### src/rtl/boot_seq_pkg.sv
package boot_seq_pkg;

    typedef enum logic [2:0] {
        ST_HOLD,
        ST_SETTLE,
        ST_LISTEN,
        ST_LOAD,
        ST_FINISH,
        ST_RUN,
        ST_SERIAL,
        ST_OFF
    } boot_state_e;

    typedef struct packed {
        logic fast_clk;
        logic float_pins;
        logic core0_go;
        logic eeprom_req;
        logic serial_go;
        logic off;
    } boot_ctrl_t;

    function automatic boot_ctrl_t decode_state(boot_state_e s);
        boot_ctrl_t c;
        c = '{fast_clk: 1'b1, float_pins: 1'b1, core0_go: 1'b0,
              eeprom_req: 1'b0, serial_go: 1'b0, off: 1'b0};
        case (s)
            ST_HOLD, ST_SETTLE: c.fast_clk   = 1'b0;
            ST_LOAD:            c.eeprom_req = 1'b1;
            ST_RUN: begin
                c.float_pins = 1'b0;
                c.core0_go   = 1'b1;
            end
            ST_SERIAL: begin
                c.float_pins = 1'b0;
                c.serial_go  = 1'b1;
            end
            ST_OFF:             c.off = 1'b1;
            default:            c.fast_clk = 1'b1;
        endcase
        return c;
    endfunction

    function automatic int unsigned larger(int unsigned a, int unsigned b);
        return (a > b) ? a : b;
    endfunction

endpackage

### src/rtl/boot_sync.sv
module boot_sync #(
    parameter int WIDTH  = 2,
    parameter int STAGES = 2
) (
    input  logic             clk,
    input  logic             rst,
    input  logic [WIDTH-1:0] d,
    output logic [WIDTH-1:0] q
);
    logic [STAGES-1:0][WIDTH-1:0] chain;

    always_ff @(posedge clk) begin
        if (rst) begin
            chain <= '0;
        end else begin
            chain[0] <= d;
            for (int s = 1; s < STAGES; s++) begin
                chain[s] <= chain[s-1];
            end
        end
    end

    assign q = chain[STAGES-1];
endmodule

### src/rtl/boot_window_timer.sv
module boot_window_timer #(
    parameter int CW = 8
) (
    input  logic          clk,
    input  logic          rst,
    input  logic          clear,
    input  logic [CW-1:0] last,
    output logic          expired
);
    logic [CW-1:0] cnt;

    always_ff @(posedge clk) begin
        if (rst || clear) begin
            cnt <= '0;
        end else begin
            cnt <= cnt + 1'b1;
        end
    end

    assign expired = (cnt == last);
endmodule

### src/rtl/boot_image_loader.sv
module boot_image_loader #(
    parameter int MEM_BYTES = 32768,
    parameter int AW        = $clog2(MEM_BYTES)
) (
    input  logic          clk,
    input  logic          rst,
    input  logic          active,
    input  logic          rd_valid,
    input  logic          rd_err,
    input  logic [7:0]    rd_data,
    output logic          mem_we,
    output logic [AW-1:0] mem_addr,
    output logic [7:0]    mem_wdata,
    output logic          last_taken,
    output logic          abort
);
    localparam logic [AW-1:0] LAST_IDX = AW'(MEM_BYTES - 1);

    logic [AW-1:0] idx;
    logic          take;

    assign take       = active && rd_valid && !rd_err;
    assign abort      = active && rd_valid && rd_err;
    assign last_taken = take && (idx == LAST_IDX);

    always_ff @(posedge clk) begin
        if (rst) begin
            idx       <= '0;
            mem_we    <= 1'b0;
            mem_addr  <= '0;
            mem_wdata <= '0;
        end else begin
            mem_we <= take;
            if (take) begin
                mem_addr  <= idx;
                mem_wdata <= rd_data;
                idx       <= idx + 1'b1;
            end else if (!active) begin
                idx <= '0;
            end
        end
    end
endmodule

### src/rtl/boot_sequencer.sv
module boot_sequencer
    import boot_seq_pkg::*;
#(
    parameter int NCORES      = 8,
    parameter int MEM_BYTES   = 32768,
    parameter int SETTLE_CYC  = 1000,
    parameter int HOST_CYC    = 3000000,
    parameter int SYNC_STAGES = 2,
    localparam int AW         = $clog2(MEM_BYTES)
) (
    input  logic              clk,
    input  logic              rst,
    input  logic              ext_rst_n,
    input  logic              bod_en,
    input  logic              bod_low,
    input  logic              host_act,
    output logic              rd_req,
    input  logic              rd_valid,
    input  logic [7:0]        rd_data,
    input  logic              rd_err,
    output logic              mem_we,
    output logic [AW-1:0]     mem_addr,
    output logic [7:0]        mem_wdata,
    output logic              clk_fast_sel,
    output logic [NCORES-1:0] core_en,
    output logic              pin_float,
    output logic              serial_sel,
    output logic              shut_down
);
    localparam int            WIN_MAX     = larger(SETTLE_CYC, HOST_CYC);
    localparam int            CW          = $clog2(WIN_MAX + 1);
    localparam logic [CW-1:0] SETTLE_LAST = CW'(SETTLE_CYC - 1);
    localparam logic [CW-1:0] HOST_LAST   = CW'(HOST_CYC - 1);

    boot_state_e state, state_nxt;
    boot_ctrl_t  ctrl;
    logic [1:0]  raw_in, sync_out;
    logic        hold, host_seen;
    logic        win_clear, win_done;
    logic [CW-1:0] win_last;
    logic        load_active, last_taken, load_abort;

    // Input conditioning: bit 1 = "no reset cause", bit 0 = host activity
    assign raw_in = {ext_rst_n && !(bod_en && bod_low), host_act};

    boot_sync #(.WIDTH(2), .STAGES(SYNC_STAGES)) u_sync (
        .clk (clk),
        .rst (rst),
        .d   (raw_in),
        .q   (sync_out)
    );

    assign hold      = !sync_out[1];
    assign host_seen = sync_out[0];

    // Window timer shared by settle and listen phases
    assign win_last  = (state == ST_SETTLE) ? SETTLE_LAST : HOST_LAST;
    assign win_clear = (state_nxt != state);

    boot_window_timer #(.CW(CW)) u_timer (
        .clk     (clk),
        .rst     (rst),
        .clear   (win_clear),
        .last    (win_last),
        .expired (win_done)
    );

    // Image copy path
    assign load_active = (state == ST_LOAD) && !hold;

    boot_image_loader #(.MEM_BYTES(MEM_BYTES), .AW(AW)) u_loader (
        .clk        (clk),
        .rst        (rst),
        .active     (load_active),
        .rd_valid   (rd_valid),
        .rd_err     (rd_err),
        .rd_data    (rd_data),
        .mem_we     (mem_we),
        .mem_addr   (mem_addr),
        .mem_wdata  (mem_wdata),
        .last_taken (last_taken),
        .abort      (load_abort)
    );

    // Sequencing
    always_comb begin
        state_nxt = state;
        case (state)
            ST_HOLD:   state_nxt = ST_SETTLE;
            ST_SETTLE: if (win_done) state_nxt = ST_LISTEN;
            ST_LISTEN: begin
                if (host_seen)     state_nxt = ST_SERIAL;
                else if (win_done) state_nxt = ST_LOAD;
            end
            ST_LOAD: begin
                if (load_abort)      state_nxt = ST_OFF;
                else if (last_taken) state_nxt = ST_FINISH;
            end
            ST_FINISH: state_nxt = ST_RUN;
            default:   state_nxt = state;
        endcase
        if (hold) state_nxt = ST_HOLD;
    end

    always_ff @(posedge clk) begin
        if (rst) state <= ST_HOLD;
        else     state <= state_nxt;
    end

    // Output decode
    assign ctrl         = decode_state(state);
    assign clk_fast_sel = ctrl.fast_clk;
    assign pin_float    = ctrl.float_pins;
    assign rd_req       = ctrl.eeprom_req;
    assign serial_sel   = ctrl.serial_go;
    assign shut_down    = ctrl.off;

    for (genvar c = 0; c < NCORES; c++) begin : g_core
        if (c == 0) begin : g_boot_core
            assign core_en[c] = ctrl.core0_go;
        end else begin : g_other_core
            assign core_en[c] = 1'b0;
        end
    end
endmodule

### config.mk
export PLATFORM = sky130hd
export DESIGN_NAME = boot_sequencer
export DESIGN_NICKNAME = d
export VERILOG_FILES = /design/src/rtl/boot_seq_pkg.sv /design/src/rtl/boot_sync.sv /design/src/rtl/boot_window_timer.sv /design/src/rtl/boot_image_loader.sv /design/src/rtl/boot_sequencer.sv
export SDC_FILE = /design/constraint.sdc
export NUM_CORES = 1
export LEC_CHECK = 0
export BUFFER_PORTS_ARGS = -buffer_cell sky130_fd_sc_hd__buf_4
export CAP_MARGIN = 5
export CORE_MARGIN = 8
export CORE_UTILIZATION = 32
export CTS_CLUSTER_DIAMETER = 150
export DETAILED_ROUTE_END_ITERATION = 12
export PLACE_DENSITY = 0.52
export SYNTH_ARGS = -nofsm -noshare
export SYNTH_HDL_FRONTEND = slang
export SYNTH_HIERARCHICAL = 1
export SYNTH_SLANG_ARGS = --single-unit
### constraint.sdc
create_clock -name clk -period 4.1 [get_ports clk]
set_input_delay 0.41 -clock clk [delete_from_list [all_inputs] [get_ports clk]]
set_output_delay 0.41 -clock clk [all_outputs]
set_load 0.1 [all_outputs]
==> out/results.ini, run 1 <==
[critical_path]
cp_num_cells = 14
worstSetupPathType = reg2reg
critPathLaunchType = flip-flop
r2r_slack_ns = 0.45
r2r-start = state[2]
worstSetupEndpointType = flip-flop
cp.buffers_inverters = 3
worstReg2RegEnd = u_timer/cnt[11]
reg2reg_depth = 14
crit_start = state[2]
crit_arrival_ns = 3.88
critical_path_required_ns = 4.32
cp_slowest_cell = dfxtp_1
crit_family = simple AND/OR/NAND/NOR gates
slowest_delay_ns = 0.53
endpoint = u_timer/cnt[11]
path_cells = and2b_2 > nand2_1 > inv_1 > xor2_1 > nor4_1 > nand4_1 > nor4_1 > inv_1 > nor3_1 > o21ai_1 > o22ai_1 > or2_0 > buf_4 > nor2_1
cp_max_fo = 22

[logic_synthesis]
async_flop_share_pct = 0
ys.flop_type = dfxtp_1
synth_top_area_share_pct = 40.86
synth_cell_types = 48
synth-seq-cells = 68
synth.area.top_cells = dfxtp_1 (41%), nand2_1 (7.4%), xor2_1 (6.6%)
ys_warn_count = 6
yosysTopAreaCell = dfxtp_1
syn-mean-instance-area_sq_um = 8.227
netlist_instances = 405
netlist_area_sq_mm = 0.003332
synth_edf_count = 0
synth-seq-area-share_pct = 40.86

[pwr]
p_int_mw = 1.151
switching_share_pct = 21.86
p_leak_nw = 1.459
p_sw_mw = 0.3218
pwr-share-comb_pct = 5.2
power_density_mw_per_mm2 = 368.8
seq_power_share_pct = 45.5
clkPwrFrac_pct = 49.3
finalPower_mw = 1.473
vdd_drop_max_v = 0.0001505

[status]
outcome = complete, no violations

[layout]
antenna_cells = 0
n_fill_cell = 1051
regArea_sq_mm = 0.001361
multi_input_area_sq_mm = 0.001805
stdcell_count = 587
drive_above_1_share_pct = 17.52
nets = 465
area_growth_pct = 19.83

[sta]
rsz0062_at_grt = false
final-hold-violation-count = 0
setup_viol = 0
tns_ns = 0
tightest_slew_ns = 0.9093
final-max-slew-violation-count = 0
timing.final.crit_share_pct = 89.14
max_freq_mhz = 273.6
hold_slack_ns = 0.2715
post-route-min-period_ns = 3.655
setup_slack_ns = 0.4453
timing.slew.headroom_pct = 39.38
clock_skew_ns = 0.01100

[clock_tree]
clk_path_buf_depth = 2
cts_max_level = 3
cts_buffers = 9
cts.sinks = 68
cts_tree = yes
clock_latency_ns = 0.35
clockRootBuffer = clkbuf_8
clkTransAtPathRegs_ns = 0.08
ctsResizeCount = 0
post_cts_buffers = 0
cts_hold_buf = 0

[global_routing]
grt_max_degree = 39
grt_pass1_vias = 2876
grt_remaining_overflow = 0
grt_first_pass_wirelength_mm = 13.34
antenna_found_initial = 0
grt_usage_pct = 11.40

[placed_design]
dp_hpwl_mm = 5.300
pre_cts_slack_ns = 0.5353
place_congestion = 0.8078
dp.cells = 572
port_buffers = 45

[worst_hold_path]
min_from = host_act
hold_path.class = in2reg

[die]
die_w_um = 118.0
start_util_pct = 32.57
die_h_um = 118.0
num_io_pins = 53
dieArea_sq_mm = 0.01393
coreArea_sq_mm = 0.01023
rows = 37

[drt]
dr.pass1.iters = 4
vias_per_cell = 4.719
drtIter0Drc = 129
ant_nets = 0
drt-total-wl_mm = 7.582
drc_errors = 0
routed-via-count = 2770
post_drt_wl_per_cell_um = 12.92

[run]
maxCapViolations = 0

[final cells by class]
class                   count  share of cell area (%)
well taps                 136                   4.262
clock inverters             6                   3.447
flip-flops and latches     68                   34.10
clock buffers               9                   3.102
multi-input cells         310                   45.22
repair buffers             47                   8.837
inverters                  11                   1.034
[placed cells by master, fill, tap and decap left out, types with 3 or more instances in the layout]
master | Yosys | routed
a21oi_1 | 38 | 38
a31o_2 | 4 | 4
and3_1 | 5 | 5
buf_4 | 9 | 47
bufinv_16 | 0 | 4
clkbuf_8 | 0 | 9
conb_1 | 2 | 18
dfxtp_1 | 68 | 68
inv_1 | 11 | 11
mux2_2 | 3 | 3
mux2i_1 | 5 | 5
nand2_1 | 66 | 66
nand2b_1 | 5 | 5
nand3_1 | 10 | 10
nand3b_1 | 3 | 3
nand4_1 | 11 | 11
nand4b_1 | 3 | 3
nor2_1 | 32 | 32
nor2b_1 | 7 | 7
nor3_1 | 6 | 6
nor4_1 | 14 | 14
o21ai_0 | 7 | 7
or3_1 | 6 | 6
xnor2_1 | 14 | 14
xor2_1 | 25 | 25
[flip-flops by register name, indices dropped and copies added, names as in the netlist]
name                flops
u_sync/chain            2
u_loader/mem_wdata      8
u_loader/mem_addr      15
u_timer/cnt            22
u_sync/q                2
u_loader/idx           15
u_loader/mem_we         1
state                   3
[cells by family (layout without fill, tap and decap cells)]
kind of cell / Yosys count / in the layout / synth area share [%]
buf+inv: 43 / 73 / 6.759
fa+ha+maj: 2 / 2 / 0.7509
other cells: 2 / 18 / 0.2254
flops: 68 / 68 / 40.86
simple gates: 184 / 184 / 28.46
compound gates: 59 / 59 / 10.18
mux: 8 / 8 / 2.516
xor+xnor: 39 / 39 / 10.25
[metrics by stage]
step	utilization [%]	cell area (sq um)
2_1_floorplan	-	3392
3_3_place_gp	36.47	3731
3_5_place_dp	36.47	3731
4_1_cts	39.02	3993
5_1_grt	39.02	3993
6_report	39.02	3993
[worst reg2reg max path, cell delays in order, from the launching register on]
cell	delay, ns
dfxtp_1	0.53
and2b_2	0.29
nand2_1	0.37
inv_1	0.14
xor2_1	0.17
nor4_1	0.21
nand4_1	0.13
nor4_1	0.52
inv_1	0.16
nor3_1	0.27
o21ai_1	0.11
o22ai_1	0.16
or2_0	0.13
buf_4	0.25
nor2_1	0.09
[how the worst min path moves through the flow]
stage | end | slack, ns | depth (start not counted)
global placement | u_sync/q[1] | 0.42 | 1
detailed placement | u_sync/q[0] | 0.43 | 1
CTS | u_sync/chain[0] | 0.25 | 2
finish | u_sync/chain[0] | 0.27 | 2
floorplan | u_sync/q[0] | 0.41 | 1
global route | u_sync/chain[0] | 0.28 | 2
[Yosys cell counts, drive strengths merged, types with 2 or more instances]
library cell / n
clkbuf: 11
nand4b: 3
conb: 2
nand3: 10
dfxtp: 68
nor3: 7
nand3b: 3
or4: 2
mux2: 3
nand4: 13
xor2: 25
nor4: 15
o21ai: 9
xnor2: 14
inv: 11
ha: 2
o31ai: 2
a31o: 4
nor2b: 7
nor2: 32
buf: 21
and3: 5
and2: 2
nand2: 66
nand2b: 5
or3: 8
or2: 3
a21oi: 38
mux2i: 5
[per-layer routing]
metal	vias to the layer above	global-route usage (%)	wire length (um)
met5	-	0	0
met2	59	18.54	3507
met1	1265	13.19	3480
li1	1434	-	-
met3	12	4.077	465
met4	0	5.044	128
[power groups by stage]
stage | sequential [mW] | clock (mW) | combinational (mW)
2_1_floorplan | 0.682 | 0 | 0.0657
3_3_place_gp | 0.686 | 0 | 0.0758
3_5_place_dp | 0.686 | 0 | 0.0761
4_1_cts | 0.670 | 0.748 | 0.0766
5_1_grt | 0.671 | 0.777 | 0.0831
6_report | 0.670 | 0.726 | 0.0761
Power figures use the tool's default switching activity.
==> run 2: changes to the inputs <==
==> constraint.sdc (replaced) <==
create_clock -name clk -period 3.4 [get_ports clk]
set_input_delay 0.34 -clock clk [delete_from_list [all_inputs] [get_ports clk]]
set_output_delay 0.34 -clock clk [all_outputs]
set_load 0.1 [all_outputs]
==> out/results.ini, run 2 (synthesized netlist as in run 1, its figures left out) <==
[drt]
drtIter0Drc = 99  ; -23%
vias_per_cell = 4.684  ; -0.74%
dr.pass1.iters = 4  ; unchanged
routed-via-count = 2773  ; +0.11%
drt-total-wl_mm = 7.385  ; -2.6%
post_drt_wl_per_cell_um = 12.47  ; -3.4%
drc_errors = 0  ; unchanged
ant_nets = 0  ; unchanged

[clock_tree]
cts_tree = yes
cts_max_level = 3  ; unchanged
clk_path_buf_depth = 2  ; unchanged
clkTransAtPathRegs_ns = 0.07  ; about the same
clockRootBuffer = clkbuf_8
cts_buffers = 9  ; unchanged
cts.sinks = 68  ; unchanged
clock_latency_ns = 0.34  ; about the same

[global_routing]
grt_first_pass_wirelength_mm = 12.74  ; -4.5%
grt_max_degree = 39  ; unchanged
antenna_found_initial = 0  ; unchanged
grt_pass1_vias = 2713  ; -5.7%
grt_usage_pct = 10.91  ; -0.49 points
grt_remaining_overflow = 0  ; unchanged

[critical_path]
cp_max_fo = 22  ; unchanged
critical_path_required_ns = 3.62  ; -0.70 ns
slowest_delay_ns = 0.32  ; -0.21 ns
worstSetupEndpointType = flip-flop
cp.buffers_inverters = 3  ; unchanged
critPathLaunchType = flip-flop
crit_family = simple AND/OR/NAND/NOR gates
crit_path_frequent_cell = inv_1
crit_arrival_ns = 3.10  ; -0.78 ns
path_cells = and2b_2 > nand2_2 > inv_1 > xor2_1 > nor4_1 > nand4_1 > nor4_2 > inv_1 > nor3_1 > o21ai_1 > o22ai_1 > or2_0 > buf_4 > nor2_1
cp_slowest_cell = dfxtp_1
worstSetupPathType = reg2reg

[placed_design]
dp_hpwl_mm = 5.341  ; +0.77%
port_buffers = 45  ; unchanged
pre_cts_slack_ns = 0.2624  ; -0.2729 ns
place_congestion = 0.7959  ; -1.5%

[sta]
final-max-slew-violation-count = 0  ; unchanged
timing.final.crit_share_pct = 84.69  ; -4.4 points
final-hold-violation-count = 0  ; unchanged
setup_slack_ns = 0.5205  ; +0.07522 ns
tightest_slew_ns = 0.8791  ; -0.03023 ns
max_freq_mhz = 347.3  ; +27%
clock_skew_ns = 0.006874  ; -0.004123 ns
setup_viol = 0  ; unchanged
post-route-min-period_ns = 2.879  ; -0.7752 ns
tns_ns = 0  ; unchanged
timing.slew.headroom_pct = 41.39  ; +2.0 points
hold_slack_ns = 0.2193  ; -0.05214 ns
rsz0062_at_grt = false

[pwr]
seq_power_share_pct = 53.5  ; +8.0 points
clkPwrFrac_pct = 40.4  ; -8.9 points
vdd_drop_max_v = 0.0001663  ; +11%
p_sw_mw = 0.3532  ; +9.8%
power_density_mw_per_mm2 = 381.9  ; +3.5%
pwr-share-comb_pct = 6.1  ; +0.9 points
switching_share_pct = 23.38  ; +1.5 points
p_int_mw = 1.158  ; +0.59%
p_leak_nw = 1.451  ; -0.59%

[layout]
regArea_sq_mm = 0.001361  ; unchanged
antenna_cells = 0  ; unchanged
regMostFlops = u_timer/cnt
largest_reg_flops = 22  ; unchanged
top_regs = u_timer/cnt: 22 flops, u_loader/idx: 15 flops, u_loader/mem_addr: 15 flops
area_growth_pct = 18.74
fin_util_pct = 38.67  ; -0.35 points
n_fill_cell = 1050  ; -0.095%
final_common_cell = dfxtp_1
multi_input_area_sq_mm = 0.001814  ; +0.49%
drive_above_1_share_pct = 18.42  ; +0.90 points
final_cell_mix = dfxtp_1 (68), nand2_1 (65), buf_4 (53), a21oi_1 (38), nor2_1 (32)
nets = 471  ; +1.3%

[run]
maxCapViolations = 0  ; unchanged

[die]
die_w_um = 118.0  ; unchanged
dieArea_sq_mm = 0.01393  ; unchanged
coreArea_sq_mm = 0.01023  ; unchanged
start_util_pct = 32.57  ; unchanged
die_h_um = 118.0  ; unchanged
num_io_pins = 53  ; unchanged
rows = 37  ; unchanged

[worst_hold_path]
hold_path.class = in2reg

[status]
outcome = complete, no violations

## run 2: cell types whose count changed in the layout (fill, tap and decap cells not counted), sizes merged
cell    change
buf         +6
bufinv      -3
clkbuf      +2
## run 2: cell type report
cell class / instances / area share [%]
Sequential cell: 68 / 34.41
Multi-Input combinational cell: 310 / 45.86
Tap cell: 136 / 4.301
Clock buffer: 11 / 3.321
Timing Repair Buffer: 53 / 10.06
Clock inverter: 3 / 1.012
Inverter: 11 / 1.044
## run 2: final timing paths
| check | start | end | slack, ns | cells after the start |
|---|---|---|---|---|
| setup / recovery | state[2] | u_timer/cnt[7] | 0.52 | 14 |
| hold / removal | host_act | u_sync/chain[0] | 0.22 | 2 |
| setup reg to reg | state[2] | u_timer/cnt[7] | 0.52 | 14 |
| hold reg to reg | u_sync/chain[1] | u_sync/q[1] | 0.44 | 1 |
## run 2: timing repair
item                                    4_1_cts  5_1_grt
endpoints found under the setup margin        0       22
hold buffers                                  0        0
buffers inserted                              0        0
resized for setup                             0        2
## run 2: per-layer routing
| metal | global-route usage (%) | share of wire, % | up-vias | wire (um) |
|---|---|---|---|---|
| li1 | - | - | 1444 | - |
| met1 | 12.27 | 46 | 1271 | 3381 |
| met2 | 18.08 | 47 | 49 | 3471 |
| met3 | 4.365 | 5.6 | 9 | 415 |
| met4 | 4.323 | 1.6 | 0 | 116 |
| met5 | 0 | 0 | - | 0 |
## run 2: power groups by stage
stage / combinational, mW / clock, mW / sequential [mW]
6_report: 0.0927 / 0.610 / 0.808
5_1_grt: 0.100 / 0.677 / 0.808
4_1_cts: 0.0932 / 0.637 / 0.808
3_5_place_dp: 0.0928 / 0 / 0.826
3_3_place_gp: 0.0918 / 0 / 0.826
2_1_floorplan: 0.0792 / 0 / 0.823
## run 2: through the flow
step	power, mW	instances	cell area [sq um]
after floorplan	0.9019	421	3392
after detailed placement	0.9191	578	3776
after global routing	1.586	592	3956
after global placement	0.9180	578	3776
after CTS	1.538	592	3948
final	1.511	592	3956
## run 2: worst reg2reg max path: cells and delay by family (launching register included)
family          cells  cell delay (ns)
flops               1             0.32
simple gates        8             1.49
buf+inv             3             0.50
compound gates      2             0.28
xor+xnor            1             0.17
